File: src/rtl/nvseq_pkg.sv
package nvseq_pkg;
  localparam int unsigned ADDR_W     = 16;
  localparam int unsigned PREFIX_LEN = 5;
  localparam int unsigned NUM_CMD    = 3;
  localparam int unsigned STEP_W     = $clog2(PREFIX_LEN + 1);

  // command index order on the tail vector
  localparam int unsigned CMD_STORE  = 0;
  localparam int unsigned CMD_RECALL = 1;
  localparam int unsigned CMD_AUTO   = 2;

  function automatic logic [ADDR_W-1:0] prefix_addr(input logic [STEP_W-1:0] idx);
    case (idx)
      3'd0:    return 16'h4E38;
      3'd1:    return 16'hB1C7;
      3'd2:    return 16'h83E0;
      3'd3:    return 16'h7C1F;
      3'd4:    return 16'h703F;
      default: return '0;
    endcase
  endfunction
endpackage

File: src/rtl/nvseq_match.sv
module nvseq_match
  import nvseq_pkg::*;
#(
  parameter logic [NUM_CMD*ADDR_W-1:0] TAILS = {16'h4B46, 16'h4C63, 16'h8FC0}
) (
  input  logic [STEP_W-1:0]  step_i,
  input  logic [ADDR_W-1:0]  addr_i,
  output logic               hit_next_o,
  output logic               hit_first_o,
  output logic [NUM_CMD-1:0] tail_hit_o
);
  assign hit_next_o  = (step_i < STEP_W'(PREFIX_LEN)) && (addr_i == prefix_addr(step_i));
  assign hit_first_o = (addr_i == prefix_addr('0));

  for (genvar g = 0; g < NUM_CMD; g++) begin : g_tail
    assign tail_hit_o[g] = (addr_i == TAILS[g*ADDR_W +: ADDR_W]);
  end
endmodule

File: src/rtl/nvseq_tracker.sv
module nvseq_tracker
  import nvseq_pkg::*;
(
  input  logic              clk_i,
  input  logic              rst_ni,
  input  logic              acc_valid_i,
  input  logic              acc_write_i,
  input  logic              busy_i,
  input  logic              hit_next_i,
  input  logic              hit_first_i,
  input  logic              tail_any_i,
  output logic [STEP_W-1:0] step_o,
  output logic              fire_o
);
  localparam logic [STEP_W-1:0] LAST = STEP_W'(PREFIX_LEN);

  logic [STEP_W-1:0] step_q, step_d;
  logic              take_rd, take_wr;

  assign take_rd = acc_valid_i && !busy_i && !acc_write_i;
  assign take_wr = acc_valid_i && !busy_i &&  acc_write_i;
  assign fire_o  = take_rd && (step_q == LAST) && tail_any_i;

  always_comb begin
    step_d = step_q;
    if (take_wr) begin
      step_d = '0;
    end else if (take_rd) begin
      if (hit_next_i)       step_d = step_q + 1'b1;
      else if (fire_o)      step_d = '0;
      else if (hit_first_i) step_d = STEP_W'(1);
      else                  step_d = '0;
    end
  end

  always_ff @(posedge clk_i or negedge rst_ni) begin
    if (!rst_ni) step_q <= '0;
    else         step_q <= step_d;
  end

  assign step_o = step_q;

  p_step_range_r2: assert property (@(posedge clk_i) disable iff (!rst_ni)
    step_q <= LAST);
  p_write_abort_r6: assert property (@(posedge clk_i) disable iff (!rst_ni)
    (acc_valid_i && acc_write_i && !busy_i) |=> (step_q == '0));
  p_idle_hold_r8: assert property (@(posedge clk_i) disable iff (!rst_ni)
    !acc_valid_i |=> $stable(step_q));
  p_busy_hold_r9: assert property (@(posedge clk_i) disable iff (!rst_ni)
    busy_i |=> $stable(step_q));
endmodule

File: src/rtl/nvseq_pulse.sv
module nvseq_pulse
  import nvseq_pkg::*;
(
  input  logic               clk_i,
  input  logic               rst_ni,
  input  logic               fire_i,
  input  logic [NUM_CMD-1:0] tail_hit_i,
  output logic [NUM_CMD-1:0] cmd_o
);
  logic [NUM_CMD-1:0] cmd_q;

  always_ff @(posedge clk_i or negedge rst_ni) begin
    if (!rst_ni)     cmd_q <= '0;
    else if (fire_i) cmd_q <= tail_hit_i;
    else             cmd_q <= '0;
  end

  assign cmd_o = cmd_q;

  p_onehot_r10: assert property (@(posedge clk_i) disable iff (!rst_ni)
    $onehot0(cmd_q));
  p_single_cycle_r10: assert property (@(posedge clk_i) disable iff (!rst_ni)
    (|cmd_q) |=> !(|cmd_q));
endmodule

File: src/rtl/nvcmd_seq_detect.sv
module nvcmd_seq_detect
  import nvseq_pkg::*;
#(
  parameter logic [ADDR_W-1:0] STORE_TAIL  = 16'h8FC0,
  parameter logic [ADDR_W-1:0] RECALL_TAIL = 16'h4C63,
  parameter logic [ADDR_W-1:0] AUTO_TAIL   = 16'h4B46
) (
  input  logic              clk_i,
  input  logic              rst_ni,
  input  logic              acc_valid_i,
  input  logic              acc_write_i,
  input  logic [ADDR_W-1:0] acc_addr_i,
  input  logic              busy_i,
  output logic              cmd_store_o,
  output logic              cmd_recall_o,
  output logic              cmd_auto_en_o
);
  localparam logic [NUM_CMD*ADDR_W-1:0] TAILS = {AUTO_TAIL, RECALL_TAIL, STORE_TAIL};

  logic [STEP_W-1:0]  step;
  logic               hit_next, hit_first, fire;
  logic [NUM_CMD-1:0] tail_hit, cmd;

  nvseq_match #(.TAILS(TAILS)) u_match (
    .step_i      (step),
    .addr_i      (acc_addr_i),
    .hit_next_o  (hit_next),
    .hit_first_o (hit_first),
    .tail_hit_o  (tail_hit)
  );

  nvseq_tracker u_track (
    .clk_i       (clk_i),
    .rst_ni      (rst_ni),
    .acc_valid_i (acc_valid_i),
    .acc_write_i (acc_write_i),
    .busy_i      (busy_i),
    .hit_next_i  (hit_next),
    .hit_first_i (hit_first),
    .tail_any_i  (|tail_hit),
    .step_o      (step),
    .fire_o      (fire)
  );

  nvseq_pulse u_pulse (
    .clk_i      (clk_i),
    .rst_ni     (rst_ni),
    .fire_i     (fire),
    .tail_hit_i (tail_hit),
    .cmd_o      (cmd)
  );

  assign cmd_store_o   = cmd[CMD_STORE];
  assign cmd_recall_o  = cmd[CMD_RECALL];
  assign cmd_auto_en_o = cmd[CMD_AUTO];

  p_busy_no_cmd_r9: assert property (@(posedge clk_i) disable iff (!rst_ni)
    busy_i |=> !(cmd_store_o || cmd_recall_o || cmd_auto_en_o));
  p_write_no_cmd_r6: assert property (@(posedge clk_i) disable iff (!rst_ni)
    (acc_valid_i && acc_write_i) |=> !(cmd_store_o || cmd_recall_o || cmd_auto_en_o));
endmodule

File: config.mk
export PLATFORM = sky130hd
export DESIGN_NAME = nvcmd_seq_detect
export DESIGN_NICKNAME = d
export VERILOG_FILES = /design/src/rtl/nvseq_pkg.sv /design/src/rtl/nvseq_match.sv /design/src/rtl/nvseq_tracker.sv /design/src/rtl/nvseq_pulse.sv /design/src/rtl/nvcmd_seq_detect.sv
export SDC_FILE = /design/constraint.sdc
export NUM_CORES = 1
export LEC_CHECK = 0
export BUFFER_PORTS_ARGS = -buffer_cell sky130_fd_sc_hd__clkbuf_2
export CORE_MARGIN = 3
export CORE_UTILIZATION = 43
export CTS_BUF_LIST = sky130_fd_sc_hd__clkbuf_16
export DETAILED_ROUTE_END_ITERATION = 10
export HOLD_SLACK_MARGIN = 0.06
export PLACE_DENSITY = 0.74
export RECOVER_POWER = 50
export SLEW_MARGIN = 40
export SYNTH_ARGS = -nofsm -noshare
export SYNTH_HDL_FRONTEND = slang
export SYNTH_SLANG_ARGS = --single-unit
File: constraint.sdc
create_clock -name clk_i -period 2.2 [get_ports clk_i]
set_input_delay 0.22 -clock clk_i [delete_from_list [all_inputs] [get_ports clk_i]]
set_output_delay 0.22 -clock clk_i [all_outputs]
set_load 0.01 [all_outputs]
==> summary.txt <==
Outcome: finished with violations
Failing checks: setup timing
Post-synth EDFFs: 0
Period minus WS final: 2.24 ns
Post-Syn Area: 656 sq um
Yosys cell types: 32
Most frequent cell after synthesis: nand2_1
Setup WS post-layout: -0.0397 ns
CTS tree: yes
# Max-Cap Violations: 0
Core Rows: 13
Area share of the largest cell type after synthesis: 0.229
Drt total wl: 1.94 mm
Initial antenna violation count: 0
CTS clock-pin slew for the worst setup and hold paths: 0.03 ns
Synthesized flop and latch total: 6
Mapped Cells: 83
DRT iter0 DRCs: 27
Startpoint Class: flip-flop
Max VDD drop: 522 uV
Setup WS pre-CTS: -0.165 ns
Clock buffer depth: 2
Layout cell share with drive strength beyond 1: 0.431
FF-to-FF End: u_track.step_o[0]
Synthesized Nets: 109
Vias per inst: 5.81
Htree depth: 1
Cts bufs inserted: 3
Vias in the first global route: 759
Crit share post-route: 1.02
CP Max Fanout: 5
DR pass1 iterations: 4
DRT antenna net count: 0
Area added between synthesis and finish: 55.7%
WP data arrival: 2.35 ns
Die width: 45.0 um
Crit. Startpoint: u_track.step_o[1]
# IOs: 24
Worst Setup Path Type: reg -> reg
RR Startpoint: u_track.step_o[1]
CP endpoint: u_track.step_o[0]
Nets: 144
Reg2reg setup slack: -0.04 ns
Clk root buf: clkbuf_16
Worst EP required: 2.31 ns
Overflow after GRT: 0
Syn_area_per_cell: 7.90 sq um
Hold Fails Final Rpt: 0
Pleak: 0.405 nW
Gr usage total: 0.223
Final setup viols: 1
Fin. max-slew vios: 0
DRC: 0
Routability cong.: 0.863
Worst hold path type: in -> reg
Depth of the worst register-to-register path: 7
Max Fclk: 446 MHz
YS warnings: 0
Via count: 761
Asr flop ratio synth: 1.00
Ant. Diodes: 0
Chip height: 45.0 um
Pwr dens: 449 nW/um^2
Slew @ Worst Pin: 0.367 ns
Filler instances: 107
Starting density of the core: 0.480
RSZ-0062 raised after global routing: true
Die Area: 2030 sq um
Max_slew headroom: 0.755
Post-DP HPWL: 1.42 mm
WL/cell: 14.8 um
Post-synthesis sequential area ratio: 0.229
Most used DFF post-synth: dfrtp_1
Area leader, netlist: dfrtp_1
Number of port buffers: 23
Clk_lat worst skew: 0.23 ns
Core Footprint: 1370 sq um
First-pass GRT wire length: 3.24 mm
Area contributors post-synth: dfrtp_1 (23%), ha_1 (9.5%), nand2_1 (5.7%)
Crit end category: flip-flop
Util after Layout: 0.747
Minimum hold slack: 0.206 ns
Largest net degree at the start of global routing: 8
Post-route setup TNS: -0.0397 ns
Most instantiated cells after synthesis: nand2_1 (10), o21ai_0 (7), dfrtp_1 (6), nand3_1 (6)
Layout Skew: 0.00152 ns
Clock sink total: 6
-- critical path, stage by stage, from the launching register on --
cell and delay (ns):
dfrtp_2 0.47, ha_4 0.21, ha_4 0.15, nand2b_4 0.13, a2bb2oi_2 0.14, mux2_4 0.32
or4_4 0.45, a31o_1 0.24
-- final cells by class --
cell class                 instances  area, sq um  share of cell area
tap                               15         18.8              0.0184
timing repair buffer              31          176               0.173
sequential                         6          153               0.150
clock buffer                       3         75.1              0.0735
multi-input combinational         72          578               0.566
inverter                           4         20.0              0.0196
-- kinds of logic after synthesis --
family / Yosys count / share of synthesized area
adder cells (fa/ha/maj): 5 / 0.0954
buffers and inverters: 5 / 0.0343
multiplexers: 4 / 0.0630
AO/OA/AOI/OAI: 16 / 0.181
AND/OR/NAND/NOR: 47 / 0.397
flip-flops: 6 / 0.229
-- power breakdown --
part           switching, mW  internal, mW
combinational         0.0309        0.0234
sequential        0.00000206         0.111
clock                 0.0596         0.233
total                 0.0905         0.368
-- per-stage QoR --
step           power [mW]  area [sq um]  std cells
2_1_floorplan       0.128           658         83
3_3_place_gp        0.161           830        126
3_5_place_dp        0.162           830        126
4_1_cts             0.461          1020        131
5_1_grt             0.472          1020        131
6_report            0.458          1020        131
-- registers in the layout, indices dropped and copies added (netlist names) --
register / count
u_pulse.cmd_o: 3
u_track.step_o: 3
-- cells in the final DEF (no fill, tap or decap), types with 2 or more instances in the layout --
| cell type | Yosys | layout |
|---|---|---|
| clkbuf_2 | 0 | 22 |
| nand2_1 | 10 | 10 |
| buf_4 | 1 | 7 |
| nand3_1 | 6 | 6 |
| nor2_1 | 5 | 5 |
| o21ai_1 | 0 | 5 |
| ha_4 | 0 | 5 |
| dfrtp_1 | 6 | 4 |
| nand2b_1 | 4 | 3 |
| nor3_1 | 4 | 3 |
| mux2i_1 | 3 | 3 |
| clkbuf_16 | 0 | 3 |
| inv_1 | 4 | 2 |
| inv_4 | 0 | 2 |
| nor3b_1 | 2 | 2 |
| or3_1 | 2 | 2 |
| nor4_1 | 2 | 2 |
| nor4b_1 | 2 | 2 |
| o41ai_2 | 1 | 2 |
| o21ai_0 | 7 | 2 |
| nor2b_1 | 3 | 2 |
| nand4_1 | 2 | 2 |
| dfrtp_2 | 0 | 2 |
-- worst min-delay path by stage --
stage           startpoint                end  slack [ns]  depth (start not counted)
2_1_floorplan       rst_ni   u_pulse.cmd_o[0]       -0.08                          0
3_3_place_gp        rst_ni  u_track.step_o[2]        0.05                          1
3_5_place_dp        rst_ni  u_track.step_o[2]        0.05                          1
4_1_cts        acc_write_i  u_track.step_o[2]        0.20                          2
5_1_grt        acc_write_i  u_track.step_o[2]        0.21                          2
6_report       acc_write_i  u_track.step_o[2]        0.21                          2
-- per-layer routing --
layer  part of all wire  vias to the layer above  track usage  routed length, um
met1               0.45                      349        0.286                870
met3              0.034                        7       0.0398                 66
met5                  0                        -            0                  0
met2               0.49                       26        0.347                943
met4              0.031                        0        0.129                 61
li1                   -                      379            -                  -
-- what timing repair did --
action                                  4_1_cts  5_1_grt
gates resized for setup                      24        2
endpoints found under the hold margin         6        0
pin swaps                                     4        1
endpoints found under the setup margin        3        3
hold buffers                                  1        0
setup buffers                                 1        0
Note: power is estimated with default switching activity, not from simulation.
